**src/rtl/shared_pwm_pkg.sv**
```systemverilog
// Package: shared constants for the shared-period PWM timer.
// Assumes the control word is at least PSC_LSB + prescaler width bits wide.
package shared_pwm_pkg;
    localparam int HALT_BIT = 2;   // control: counter halt
    localparam int CLR_BIT  = 3;   // control: counter clear (pulse, not stored)
    localparam int PSC_LSB  = 5;   // control: lowest bit of the divide field

    // Address of the control register for a given channel count.
    function automatic int ctrl_addr(input int nch);
        return nch + 1;
    endfunction

    // Address of the channel enable register for a given channel count.
    function automatic int ena_addr(input int nch);
        return nch + 2;
    endfunction
endpackage

```
**src/rtl/spt_prescaler.sv**
```systemverilog
// Prescaler: emits a one-cycle tick every (div+1) clocks while run is high.
// Assumes div may change at any time; a count already at or past div ticks at once.
module spt_prescaler #(
    parameter int PSW = 7
) (
    input  logic           clk,
    input  logic           rst_n,
    input  logic           run,
    input  logic           clr,
    input  logic [PSW-1:0] div,
    output logic           tick
);
    logic [PSW-1:0] pcnt;

    // Tick when the divide count is reached and the timer runs.
    assign tick = run && !clr && (pcnt >= div);

    // Divide counter: cleared on clear or tick, held while halted.
    always_ff @(posedge clk) begin
        if (!rst_n) begin
            pcnt <= '0;
        end else if (clr || tick) begin
            pcnt <= '0;
        end else if (run) begin
            pcnt <= pcnt + 1'b1;
        end
    end
endmodule

```
**src/rtl/spt_counter.sv**
```systemverilog
// Shared period counter: counts ticks and wraps at the live period.
// Holds the period shadow register and loads it into the live period on wrap.
// Assumes tick is never high in a cycle where clr is high.
module spt_counter #(
    parameter int CW         = 16,
    parameter int RST_PERIOD = 20000
) (
    input  logic          clk,
    input  logic          rst_n,
    input  logic          tick,
    input  logic          clr,
    input  logic          per_wr,
    input  logic [CW-1:0] per_wdata,
    output logic [CW-1:0] cnt,
    output logic          wrap
);
    localparam logic [CW-1:0] PER_INIT = CW'(RST_PERIOD);

    logic [CW-1:0] per_shd;
    logic [CW-1:0] per_act;
    logic [CW:0]   cnt_inc;

    // Next count, one bit wider so the period match cannot overflow.
    assign cnt_inc = {1'b0, cnt} + {{CW{1'b0}}, 1'b1};
    // Wrap when the next count would reach the period.
    assign wrap    = tick && (cnt_inc >= {1'b0, per_act});

    // Period shadow: written by software only.
    always_ff @(posedge clk) begin
        if (!rst_n) begin
            per_shd <= PER_INIT;
        end else if (per_wr) begin
            per_shd <= per_wdata;
        end
    end

    // Live period: reloaded from the shadow on a wrap only.
    always_ff @(posedge clk) begin
        if (!rst_n) begin
            per_act <= PER_INIT;
        end else if (wrap) begin
            per_act <= per_shd;
        end
    end

    // Counter: clear, wrap to zero, or step on tick.
    always_ff @(posedge clk) begin
        if (!rst_n) begin
            cnt <= '0;
        end else if (clr || wrap) begin
            cnt <= '0;
        end else if (tick) begin
            cnt <= cnt_inc[CW-1:0];
        end
    end
endmodule

```
**src/rtl/spt_channel.sv**
```systemverilog
// One PWM channel: compare shadow and live registers plus an event-driven output.
// Output is set on wrap (unless the new compare is 0) and cleared when the
// counter reaches the live compare. Assumes cnt and wrap come from spt_counter.
module spt_channel #(
    parameter int CW = 16
) (
    input  logic          clk,
    input  logic          rst_n,
    input  logic          cmp_wr,
    input  logic [CW-1:0] cmp_wdata,
    input  logic          en,
    input  logic          tick,
    input  logic          wrap,
    input  logic [CW-1:0] cnt,
    output logic          pwm
);
    logic [CW-1:0] cmp_shd;
    logic [CW-1:0] cmp_act;
    logic [CW-1:0] cnt_nx;
    logic          out_q;

    // Count value the counter takes on a non-wrapping tick.
    assign cnt_nx = cnt + CW'(1);
    // Disabled channels drive low at once.
    assign pwm    = out_q & en;

    // Compare shadow: written by software only.
    always_ff @(posedge clk) begin
        if (!rst_n) begin
            cmp_shd <= '0;
        end else if (cmp_wr) begin
            cmp_shd <= cmp_wdata;
        end
    end

    // Live compare: reloaded from the shadow on a wrap only.
    always_ff @(posedge clk) begin
        if (!rst_n) begin
            cmp_act <= '0;
        end else if (wrap) begin
            cmp_act <= cmp_shd;
        end
    end

    // Output state: set event on wrap, clear event on compare match.
    always_ff @(posedge clk) begin
        if (!rst_n || !en) begin
            out_q <= 1'b0;
        end else if (wrap) begin
            out_q <= (cmp_shd != '0);
        end else if (tick && (cnt_nx == cmp_act)) begin
            out_q <= 1'b0;
        end
    end
endmodule

```
**src/rtl/shared_pwm_timer.sv**
```systemverilog
// Top: shared-period PWM timer with NCH channels.
// Decodes the write port, keeps the control and enable registers, and ties the
// prescaler, the shared counter and the channels together.
// Assumes CW >= PSC_LSB + PSW and CW >= NCH.
module shared_pwm_timer
    import shared_pwm_pkg::*;
#(
    parameter int NCH        = 4,
    parameter int CW         = 16,
    parameter int PSW        = 7,
    parameter int RST_PERIOD = 20000,
    localparam int AW        = $clog2(NCH + 3)
) (
    input  logic           clk,
    input  logic           rst_n,
    input  logic           wr_en,
    input  logic [AW-1:0]  wr_addr,
    input  logic [CW-1:0]  wr_data,
    output logic [NCH-1:0] pwm_o,
    output logic [CW-1:0]  count_o
);
    localparam logic [AW-1:0] A_PER  = AW'(0);
    localparam logic [AW-1:0] A_CTRL = AW'(ctrl_addr(NCH));
    localparam logic [AW-1:0] A_ENA  = AW'(ena_addr(NCH));

    logic           halt_q;
    logic [PSW-1:0] psc_q;
    logic [NCH-1:0] en_q;
    logic           wr_ctrl;
    logic           wr_ena;
    logic           wr_per;
    logic           clr_pulse;
    logic           tick;
    logic           wrap;
    logic [CW-1:0]  cnt;

    // Write decode for the shared registers.
    assign wr_per    = wr_en && (wr_addr == A_PER);
    assign wr_ctrl   = wr_en && (wr_addr == A_CTRL);
    assign wr_ena    = wr_en && (wr_addr == A_ENA);
    assign clr_pulse = wr_ctrl && wr_data[CLR_BIT];
    assign count_o   = cnt;

    // Control and enable registers.
    always_ff @(posedge clk) begin
        if (!rst_n) begin
            halt_q <= 1'b0;
            psc_q  <= '0;
            en_q   <= '0;
        end else begin
            if (wr_ctrl) begin
                halt_q <= wr_data[HALT_BIT];
                psc_q  <= wr_data[PSC_LSB +: PSW];
            end
            if (wr_ena) begin
                en_q <= wr_data[NCH-1:0];
            end
        end
    end

    spt_prescaler #(.PSW(PSW)) u_psc (
        .clk   (clk),
        .rst_n (rst_n),
        .run   (!halt_q),
        .clr   (clr_pulse),
        .div   (psc_q),
        .tick  (tick)
    );

    spt_counter #(.CW(CW), .RST_PERIOD(RST_PERIOD)) u_cnt (
        .clk       (clk),
        .rst_n     (rst_n),
        .tick      (tick),
        .clr       (clr_pulse),
        .per_wr    (wr_per),
        .per_wdata (wr_data),
        .cnt       (cnt),
        .wrap      (wrap)
    );

    for (genvar i = 0; i < NCH; i++) begin : g_ch
        logic cmp_wr;
        // Channel i compare lives at address i+1.
        assign cmp_wr = wr_en && (wr_addr == AW'(i + 1));

        spt_channel #(.CW(CW)) u_ch (
            .clk       (clk),
            .rst_n     (rst_n),
            .cmp_wr    (cmp_wr),
            .cmp_wdata (wr_data),
            .en        (en_q[i]),
            .tick      (tick),
            .wrap      (wrap),
            .cnt       (cnt),
            .pwm       (pwm_o[i])
        );
    end
endmodule

```
**config.mk**
```make
export PLATFORM = sky130hd
export DESIGN_NAME = shared_pwm_timer
export DESIGN_NICKNAME = d
export VERILOG_FILES = /design/src/rtl/shared_pwm_pkg.sv /design/src/rtl/spt_prescaler.sv /design/src/rtl/spt_counter.sv /design/src/rtl/spt_channel.sv /design/src/rtl/shared_pwm_timer.sv
export SDC_FILE = /design/constraint.sdc
export NUM_CORES = 1
export LEC_CHECK = 0
export BUFFER_PORTS_ARGS = -buffer_cell sky130_fd_sc_hd__buf_2
export CORE_ASPECT_RATIO = 1.25
export CORE_UTILIZATION = 67
export CTS_CLUSTER_SIZE = 40
export DETAILED_ROUTE_END_ITERATION = 10
export GPL_ROUTABILITY_DRIVEN = 0
export PLACE_DENSITY = 0.95
export SYNTH_ARGS = -nofsm -noshare
export SYNTH_HDL_FRONTEND = slang
export SYNTH_HIERARCHICAL = 1
export SYNTH_SLANG_ARGS = --single-unit
export TNS_END_PERCENT = 10
```
**constraint.sdc**
```tcl
create_clock -name clk -period 9.7 [get_ports clk]
set_input_delay 0.485 -clock clk [delete_from_list [all_inputs] [get_ports clk]]
set_output_delay 0.485 -clock clk [all_outputs]
set_load 0.005 [all_outputs]
```
Word-level counts from Yosys, hierarchy flattened
Cells that the tools add are included.
{ "word_totals": {"ff_bits": 199, "in_bits": 22, "out_inout_bits": 20, "word_cells": 86} }
{ "op_classes": {"n_addsub": 3, "n_lt_le_gt_ge": 2, "eq_ne": 10, "n_mux": 8, "bitwise": 5, "n_reduce_logical": 39} }
{ "ops": {"columns": ["operator", "n"], "rows": [
  ["$eq 16x16->1", 4],
  ["$reduce_bool 16->1", 4],
  ["$add 16x1->17 const B", 1],
  ["$ge 17x16->1", 1],
  ["$add 16x1->16 const B", 1],
  ["$logic_and 1x1->1", 15],
  ["$eq 3x3->1 const B", 3],
  ["$mux 1", 8],
  ["$reduce_bool 2->1", 4],
  ["$add 7x1->7 const B", 1],
  ["$ge 7x7->1", 1],
  ["$logic_not 1->1", 7],
  ["$eq 3x2->1 const B", 2],
  ["$logic_or 1x1->1", 6],
  ["$and 1x1->1", 4],
  ["$reduce_or 2->1", 2],
  ["$eq 3x1->1 const B", 1],
  ["$logic_not 3->1", 1],
  ["$not 1->1", 1]
]} }

Depth between registers and ports, before layout
Gate-level depths: netlist (run 1).
{ "depth": {"depth_word": 9, "mapped_depth": 20, "depth_no_buf": 18} }

By module
The synthesis (run 1) kept the hierarchy.
{ "by_module_without_submodules": {"columns": ["mod", "instances", "cells_per_inst", "area_each_um2", "seq_area_each_um2"], "rows": [
  ["spt_channel", 4, 194, 1821.7, 660.6],
  ["spt_counter", 1, 303, 2611.3, 960.9],
  ["shared_pwm_timer", 1, 61, 555.5, 240.2],
  ["spt_prescaler", 1, 59, 535.5, 140.1]
]} }

Worst setup path before layout (run 1)
OpenSTA, ideal clock, no wires.
{ "synth_timing": {"path_type": "reg2reg", "startpoint": "register u_cnt.cnt[2]", "endpoint": "register g_ch[0].u_ch.out_q", "setup_time_ns": 0.128, "arrival_time_ns": 4.251, "required_time_ns": 9.572, "slack_ns": 5.321, "stages_incl_launch_ff": 20, "path_buffers": 2, "period_less_slack_ns": 4.379, "cell_sequence": "dfxtp_1 > and3_4 > and3_1 > nand4_1 > nor2_1 > xor2_1 > ha_1 > nand3_1 > nor2_1 > nand4_1 > nand4_4 > o21ai_2 > clkbuf_1 > inv_1 > buf_2 > nand4b_1 > a211oi_1 > o311ai_1 > a2111oi_2 > a31oi_1"} }
{ "synth_between": {"elab_chain_cells": 4, "elab_cells_between_ends": 8, "classes_between": "2 x add/sub; 1 x order compare; 1 x eq/ne; 1 x mux; 3 x reduce/logical"} }
{ "synth_rtl": {"columns": ["item", "line_no", "rtl"], "rows": [
  ["start: declaration", "spt_counter.sv:14", "output logic [CW-1:0] cnt,"],
  ["start signal: assignment", "spt_counter.sv:53", "cnt <= cnt_inc[CW-1:0];"],
  ["$add 16x1->17 *", "spt_counter.sv:24", "assign cnt_inc = {1'b0, cnt} + {{CW{1'b0}}, 1'b1};"],
  ["net u_cnt.cnt_inc[15]", "spt_counter.sv:21", "logic [CW:0] cnt_inc;"],
  ["$ge 17x16->1 *", "spt_counter.sv:26", "assign wrap = tick && (cnt_inc >= {1'b0, per_act});"],
  ["$logic_and 1x1->1 *", "spt_counter.sv:26", null],
  ["net wrap", "shared_pwm_timer.sv:34", "logic wrap;"],
  ["$mux 1 or $reduce_bool 2->1 (tied branches)", null, null],
  ["end signal: assignment", "spt_channel.sv:50", "out_q <= (cmp_shd != '0);"],
  ["end: declaration", "spt_channel.sv:20", "logic out_q;"]
]} }
The timed path passes the listed nets; every way through them passes the cells marked *.
A chain may end at the register's enable or synchronous reset.

Worst setup path in the final report (run 1)
{ "layout_timing": {"startpoint": "register u_cnt.cnt[2]", "endpoint": "register g_ch[1].u_ch.out_q"} }
{ "layout_between": {"elab_chain_cells": 4, "elab_cells_between_ends": 8, "classes_between": "2 x add/sub; 1 x order compare; 1 x eq/ne; 1 x mux; 3 x reduce/logical"} }
{ "layout_rtl": {"columns": ["item", "line_no"], "rows": [
  ["$add 16x1->17 *", "spt_counter.sv:24"],
  ["net u_cnt.cnt_inc[15]", "spt_counter.sv:21"],
  ["$ge 17x16->1 *", "spt_counter.sv:26"],
  ["$logic_and 1x1->1 *", "spt_counter.sv:26"],
  ["net wrap", "shared_pwm_timer.sv:34"],
  ["$mux 1 or $reduce_bool 2->1 (tied branches)", null],
  ["end signal: assignment", "spt_channel.sv:50"],
  ["end: declaration", "spt_channel.sv:20"]
]} }
Marked as above.

==> out/metrics.cfg, run 1 <==
[outcome]
run_status=finished clean

[setup_path]
r2r_slack_ns=3.96
timing_worst_setup_path_type=reg -> reg
worstPathCellList=and3_4, and3_1, nand4_1, nor2_1, xor2_1, ha_1, nand3_1, nor2_1, nand4_1, nand4_4, o21ai_2, clkinv_2, nand4b_1, a211oi_1, o311ai_1, a2111oi_2, a31oi_1
endpoint_kind=register
worstPathArrival_ns=6.07
crit_path_buffers_inverters=1
cp_slowest_stage_delay_ns=1.02
cp-start-kind=register
critical_path.slowest_cell=sky130_fd_sc_hd__dfxtp_1
critical_path.top_delay_family=simple AND/OR/NAND/NOR gates
path_max_fanout=47
worst-endpoint-required_ns=10.03

[final_layout]
layout.cells.most_common_list=sky130_fd_sc_hd__dfxtp_1, sky130_fd_sc_hd__mux2i_1, sky130_fd_sc_hd__nor2b_1
flow.area_growth_from_synthesis_pct=7.79
final_layout_size_suffix_gt1_frac=0.0948
finish.cell_count_without_fillers=1439
diodes=0
num-nets-final=1261
layout.cells.most_common=sky130_fd_sc_hd__dfxtp_1

[cts]
clk_path_buf_depth=2
cts-buffers-inserted=17
clock-root-buffer=sky130_fd_sc_hd__clkbuf_16
cts.htree.levels=4
cts_num_sinks=199
cts_hold_buffers=0
worst_skew_pair.late_latency_ns=0.45
cts_tree=built
clk_pin_slew_ns=0.07
cts_setup_buffers=0
cts_resizes=0

[logic_synthesis]
post_syn_instances=1199
syn-num-nets=1250
post_synth.cell_area_avg_sq_um=9.17
synth_largest_type_area_fraction=0.363
netlist-cell-type-count=57
synth.yosys.warnings=6
postSynth.asyncResetShare=0
synth.area.top_cells=sky130_fd_sc_hd__dfxtp_1, sky130_fd_sc_hd__mux2i_1, sky130_fd_sc_hd__nor2b_1
synth_largest_area_cell=sky130_fd_sc_hd__dfxtp_1
synth_sequential_area_ratio=0.363
combined_area_of_all_synthesized_cells_sq_um=11000
ys_seq_elements=199
synth_top_flop_cell=sky130_fd_sc_hd__dfxtp_1
synth_edf_count=0

[global_routing]
first_global_vias=9222
grt_start_max_net_pins=85
grt_antenna_before_repair=0
globalRouteOverflowTotal=0
grt_first_pass_wirelength_microns=47900
grt_usage=0.374

[timing]
final_hold_slack_ns=0.416
rsz0062_at_grt=no
fmax_mhz=174
summed_negative_setup_slack_over_all_endpoints_ns=0
finalCriticalPeriod_ns=5.74
final-setup-viol-count=0
hold_viol_final=0
final_count_of_pins_violating_max_slew=0
skew_ns=0.0117
final_min_period_over_clock_period=0.592
worst_slew_pin_slew_ns=1.05
slew-limit-headroom=0.297

[routing]
route.vias.total=9443
vias_per_cell=6.56
dr.first_iter.drc_count=817
drc=0
firstDrtPassIters=5
routedWlPerCell_microns=21.5
postRouteAntennaNets=0
final_wirelength_microns=30900

[place]
post_dp_hpwl_microns=19700
io_buffers=41
place_inst=1407

[die]
chipWidth_microns=117
design.portCount=42
coreArea_sq_um=16100
floorplan.rows=52
die_area_sq_um=16900
floorplan.initialDensity=0.681
chipHeight_microns=145

[power]
finalPower_mw=1.72
power_leakage_nw=4.21
power_density_nw_per_um2=145
vdd_drop_max_uv=118

[worst_hold_path]
hold_path_class=in -> reg

[flow_run]
timing.max_cap.violations=0

[power breakdown]
part / internal, mW / switching, mW
logic: 0.0582 / 0.0866
registers: 0.827 / 0.0200
clock network: 0.394 / 0.335
total: 1.28 / 0.441
[kinds of logic after synthesis]
logic type / Yosys count / share of synthesized area
buffers and inverters: 107 / 0.0457
multiplexers: 162 / 0.148
AO/OA/AOI/OAI: 139 / 0.0887
adder cells (fa/ha/maj): 29 / 0.0330
XOR/XNOR: 86 / 0.0685
flip-flops: 199 / 0.363
AND/OR/NAND/NOR: 477 / 0.254
[tightest hold or removal path, delay by kind of cell]
| family | cells | cell delay, ns |
|---|---|---|
| buf+inv | 1 | 0.16 |
| mux | 1 | 0.08 |
| simple gates | 1 | 0.08 |
[synthesized netlist by cell type, drive strengths merged (11+ instances only)]
master / number
xor2: 32
buf: 32
ha: 29
o21ai: 39
nor4: 24
nand4b: 15
dfxtp: 199
nand4: 22
nor2: 39
xnor2: 54
nand3: 51
and3: 20
inv: 46
a31oi: 18
clkbuf: 29
mux2i: 162
and4b: 11
nand2: 97
and2: 16
a21oi: 25
nor2b: 141
[state kept, by name, summed over array words and instances, names as in the netlist]
name and count:
g_ch.u_ch/cmp_act 64, g_ch.u_ch/cmp_shd 64, u_cnt/cnt 16, u_cnt/per_act 16
u_cnt/per_shd 16, psc_q 7, u_psc/pcnt 7, en_q 4
g_ch.u_ch/out_q 4, halt_q 1
[final cells by class]
type / instances / area [sq um]
flip-flops and latches: 199 / 3980
fillers: 1074 / 4290
clock inverters: 14 / 165
multi-input cells: 893 / 6520
repair buffers: 53 / 298
inverters: 46 / 174
well taps: 216 / 270
clock buffers: 18 / 439
[layer usage]
layer	vias up	track usage	routed length, microns
met5	-	0	0
met1	4444	0.443	11500
met2	547	0.583	14000
met4	0	0.289	2590
li1	4281	-	-
met3	171	0.0773	2800
[final timing paths]
check	endpoint	depth (start not counted)	startpoint
worst max register to register	g_ch[1].u_ch/out_q	17	u_cnt/cnt[2]
worst min register to register	u_cnt/per_act[2]	2	u_cnt/per_shd[2]
worst max-delay path	g_ch[1].u_ch/out_q	17	u_cnt/cnt[2]
worst min-delay path	psc_q[2]	3	wr_data[7]
[metrics by stage]
stage / utilization / setup slack [ns] / cell area (sq um)
final: 0.734 / 3.96 / 11800
after CTS: 0.734 / 4.15 / 11800
after global placement: 0.697 / 4.42 / 11200
after floorplan: - / 5.32 / 11000
after global routing: 0.734 / 3.63 / 11800
after detailed placement: 0.697 / 4.20 / 11200
(Power assumes the default switching activity.)
==> inputs of run 2 (changes only) <==
--- a/config.mk
+++ b/config.mk
@@ -5,13 +5,14 @@
 export SDC_FILE = /design/constraint.sdc
 export NUM_CORES = 1
 export LEC_CHECK = 0
+export ABC_AREA = 1
 export BUFFER_PORTS_ARGS = -buffer_cell sky130_fd_sc_hd__buf_2
 export CORE_ASPECT_RATIO = 1.25
-export CORE_UTILIZATION = 67
+export CORE_UTILIZATION = 57
 export CTS_CLUSTER_SIZE = 40
 export DETAILED_ROUTE_END_ITERATION = 10
 export GPL_ROUTABILITY_DRIVEN = 0
-export PLACE_DENSITY = 0.95
+export PLACE_DENSITY = 0.87
 export SYNTH_ARGS = -nofsm -noshare
 export SYNTH_HDL_FRONTEND = slang
 export SYNTH_HIERARCHICAL = 1
==> constraint.sdc (replaced) <==
create_clock -name clk -period 5 [get_ports clk]
set_input_delay 0.25 -clock clk [delete_from_list [all_inputs] [get_ports clk]]
set_output_delay 0.25 -clock clk [all_outputs]
set_load 0.005 [all_outputs]
==> run 2 against run 1 <==
Net effect:
- total power is 120% higher
- worst setup slack lost 3.3 ns
- maximum frequency up 34%
- combinational power grew to 4.9 times the previous value
- synthesized cell count up 44%
- final area is 2.6% higher
- first-iteration DRC count rose by 40%
- register-to-register slack worse by 3.3 ns
- die area is 19% higher
- clock skew is 0.0020 ns lower
- critical path type unchanged
- critical endpoint is now g_ch[0].u_ch/cmp_act[2]
==> out/metrics.cfg, run 2 <==
[logic_synthesis]
synth_largest_type_area_fraction=0.359  ; was 0.363
yosys.cell_count.top_type=sky130_fd_sc_hd__nand2_1  ; was sky130_fd_sc_hd__dfxtp_1
synth_simple_gate_area_share=0.346  ; was 0.254
synth_top_flop_cell=sky130_fd_sc_hd__dfxtp_1  ; unchanged
synth-adder-area-share=0.0327  ; was 0.0330
synth.cells.most_frequent=sky130_fd_sc_hd__nand2_1, sky130_fd_sc_hd__nor2_1, sky130_fd_sc_hd__inv_1  ; was sky130_fd_sc_hd__dfxtp_1, sky130_fd_sc_hd__mux2i_1, sky130_fd_sc_hd__nor2b_1
combined_area_of_all_synthesized_cells_sq_um=11100  ; was 11000 sq um
synth_edf_count=0  ; unchanged
ys_seq_elements=199  ; unchanged
synthMuxAreaShare=0.00270  ; was 0.148
synth_largest_area_cell=sky130_fd_sc_hd__dfxtp_1  ; unchanged
synth-compound-area-share=0.123  ; was 0.0887
syn-num-nets=1780  ; was 1250
synth.yosys.warnings=6  ; unchanged
synth_sequential_area_ratio=0.359  ; was 0.363
synth.area.top_cells=sky130_fd_sc_hd__dfxtp_1, sky130_fd_sc_hd__nand2_1, sky130_fd_sc_hd__nor2_1  ; was sky130_fd_sc_hd__dfxtp_1, sky130_fd_sc_hd__mux2i_1, sky130_fd_sc_hd__nor2b_1
xor_xnor_fraction_of_synth_area=0.0339  ; was 0.0685
synth_top_family_by_area=simple AND/OR/NAND/NOR gates  ; unchanged
postSynth.asyncResetShare=0  ; unchanged
netlist-cell-type-count=33  ; was 57
post_synth.cell_area_avg_sq_um=6.42  ; was 9.17 sq um
post_syn_instances=1729  ; was 1199

[final_layout]
final_cell_area_sq_um=12200  ; was 11800 sq um
top_flop_regs=g_ch.u_ch/cmp_act x64, g_ch.u_ch/cmp_shd x64  ; unchanged
multiInputGateArea_sq_um=5980  ; was 6520 sq um
fillers=1627  ; was 1074
final_layout_size_suffix_gt1_frac=0.0774  ; was 0.0948
layout.cells.most_common_list=sky130_fd_sc_hd__nand2_1, sky130_fd_sc_hd__nor2_1, sky130_fd_sc_hd__inv_1  ; was sky130_fd_sc_hd__dfxtp_1, sky130_fd_sc_hd__mux2i_1, sky130_fd_sc_hd__nor2b_1
flow.area_growth_from_synthesis_pct=9.41  ; was 7.79%
num-nets-final=1809  ; was 1261
layout.cells.most_common=sky130_fd_sc_hd__nand2_1  ; was sky130_fd_sc_hd__dfxtp_1
seqCellArea_sq_um=3980  ; unchanged
diodes=0  ; unchanged
final_core_utilization=0.642  ; was 0.734

[power]
power_leakage_nw=5.53  ; was 4.21 nW
finalPower_mw=3.82  ; was 1.72 mW
vdd_drop_max_uv=289  ; was 118 uV
power_density_nw_per_um2=315  ; was 145 nW/um^2

[die]
chipWidth_microns=127  ; was 117 microns
floorplan.rows=56  ; was 52
die_area_sq_um=20100  ; was 16900 sq um
chipHeight_microns=158  ; was 145 microns
design.portCount=42  ; unchanged
floorplan.initialDensity=0.587  ; was 0.681
coreArea_sq_um=18900  ; was 16100 sq um

[flow_run]
timing.max_cap.violations=0  ; unchanged

[timing]
final_count_of_pins_violating_max_slew=0  ; unchanged
skew_ns=0.00969  ; was 0.0117 ns
fmax_mhz=233  ; was 174 MHz
final-setup-viol-count=0  ; unchanged
rsz0062_at_grt=no  ; unchanged
worst_slew_pin_slew_ns=1.08  ; was 1.05 ns
slew-limit-headroom=0.278  ; was 0.297
final_min_period_over_clock_period=0.858  ; was 0.592
hold_viol_final=0  ; unchanged
finalCriticalPeriod_ns=4.29  ; was 5.74 ns
summed_negative_setup_slack_over_all_endpoints_ns=0  ; unchanged

[routing]
firstDrtPassIters=8  ; was 5
final_wirelength_microns=30000  ; was 30900 microns
dr.first_iter.drc_count=1144  ; was 817
postRouteAntennaNets=0  ; unchanged
vias_per_cell=5.56  ; was 6.56
routedWlPerCell_microns=15.0  ; was 21.5 microns
route.vias.total=11135  ; was 9443
drc=0  ; unchanged

[place]
post_dp_hpwl_microns=21300  ; was 19700 microns
io_buffers=41  ; unchanged
placed_area_sq_um=11500  ; was 11200 sq um

[setup_path]
worst-r2r-cell-count=18  ; was 17
endpoint_kind=register  ; unchanged
cp-start-kind=register  ; unchanged
crit-reg2reg-launch=u_cnt/cnt[10]  ; was u_cnt/cnt[2]
critical_path.slowest_cell=sky130_fd_sc_hd__dfxtp_1  ; unchanged
worstPathCellList=nand2_1, nor2_1, nand3_2, xor2_1, ha_1, nand2_1, inv_1, nand2_1, nor2_1, nand2_1, nand3_1, nor2_1, nand2_4, nand2_4, inv_1, clkinv_1, o21ai_0, a21oi_1  ; was and3_4, and3_1, nand4_1, nor2_1, xor2_1, ha_1, nand3_1, nor2_1, nand4_1, nand4_4, o21ai_2, clkinv_2, nand4b_1, a211oi_1, o311ai_1, a2111oi_2, a31oi_1
timing_worst_setup_path_type=reg -> reg  ; unchanged
path_max_fanout=28  ; was 47
worstPathArrival_ns=4.60  ; was 6.07 ns
r2r_end=g_ch[0].u_ch/cmp_act[2]  ; was g_ch[1].u_ch/out_q
r2r_slack_ns=0.71  ; was 3.96 ns
cp_slowest_stage_delay_ns=0.84  ; was 1.02 ns
most_common_cell_on_crit_path=sky130_fd_sc_hd__nand2_1
worst-endpoint-required_ns=5.31  ; was 10.03 ns

[global_routing]
grt_usage=0.304  ; was 0.374
grt_antenna_before_repair=0  ; unchanged
first_global_vias=9951  ; was 9222
globalRouteOverflowTotal=0  ; unchanged
grt_start_max_net_pins=138  ; was 85
grt_first_pass_wirelength_microns=48300  ; was 47900 microns

[cts]
worst_skew_pair.late_latency_ns=0.44  ; was 0.45 ns
cts_setup_buffers=0  ; unchanged
cts_num_sinks=199  ; unchanged
cts_tree=built  ; unchanged
clk_pin_slew_ns=0.07  ; about the same
clk_path_buf_depth=2  ; unchanged
cts.htree.levels=4  ; unchanged
cts-buffers-inserted=17  ; unchanged
cts_hold_buffers=0  ; unchanged
clock-root-buffer=sky130_fd_sc_hd__clkbuf_16  ; unchanged
cts_resizes=0  ; unchanged

[worst_hold_path]
timing.hold.worst_endpoint=g_ch[1].u_ch/cmp_shd[14]  ; was psc_q[2]
holdCritStartpoint=wr_data[14]  ; was wr_data[7]
hold_path_class=in -> reg  ; unchanged
worst_hold_path.num_cells=3  ; unchanged

[outcome]
run_status=finished clean  ; unchanged

-- run 2: kinds of logic after synthesis --
logic type	after synthesis
AOI/OAI and AO/OA	266
DFF	199
buffers and inverters	297
adders and majority gates	29
muxes	3
xor gates and xnor gates	43
and+or+nand+nor	892
-- run 2: routing by layer --
layer / vias up / track usage / part of all wire
met5: - / 0 / 0
met4: 0 / 0.138 / 0.038
met3: 100 / 0.0524 / 0.085
met2: 520 / 0.498 / 0.45
met1: 4982 / 0.393 / 0.43
li1: 5533 / - / -
-- run 2: report_power, final --
group          internal, mW  switching (mW)  leakage, nW
combinational         0.237           0.468         3.62
sequential             1.63          0.0456         1.61
clock                 0.814           0.630        0.298
-- run 2: worst max path at each step --
stage | slack, ns | endpoint | from | depth (start not counted)
CTS | 0.79 | g_ch[0].u_ch/cmp_act[2] | u_cnt/cnt[10] | 17
detailed placement | 0.90 | g_ch[0].u_ch/cmp_act[2] | u_cnt/cnt[10] | 17
global placement | 1.08 | g_ch[2].u_ch/out_q | u_cnt/cnt[10] | 17
floorplan | 1.32 | g_ch[0].u_ch/cmp_act[5] | u_cnt/cnt[0] | 18
finish | 0.71 | g_ch[0].u_ch/cmp_act[2] | u_cnt/cnt[10] | 18
global route | 0.39 | g_ch[3].u_ch/cmp_act[1] | u_cnt/cnt[10] | 15
-- run 2: through the flow --
stage,worst slack [ns],std cells,hold slack (ns)
final,0.708,2003,0.171
after global routing,0.393,2003,0.179
after CTS,0.793,2003,0.166
after detailed placement,0.900,1971,0.449
after global placement,1.08,1971,0.444
after floorplan,1.32,1729,0.371
-- run 2: area by class of cell --
class / instances / area share
well taps: 232 / 0.0239
clock inverters: 14 / 0.0159
multi-input cells: 1233 / 0.492
clock buffers: 18 / 0.0361
flip-flops and latches: 199 / 0.328
repair buffers: 58 / 0.0276
inverters: 249 / 0.0769
-- run 2: worst max-delay path, delay by kind of cell, from the launching register on --
| family | cells | cell delay (ns) |
|---|---|---|
| compound gates | 2 | 0.47 |
| flops | 1 | 0.84 |
| simple gates | 11 | 1.31 |
| fa+ha+maj | 1 | 0.32 |
| xor+xnor | 1 | 0.20 |
| buf+inv | 3 | 1.01 |
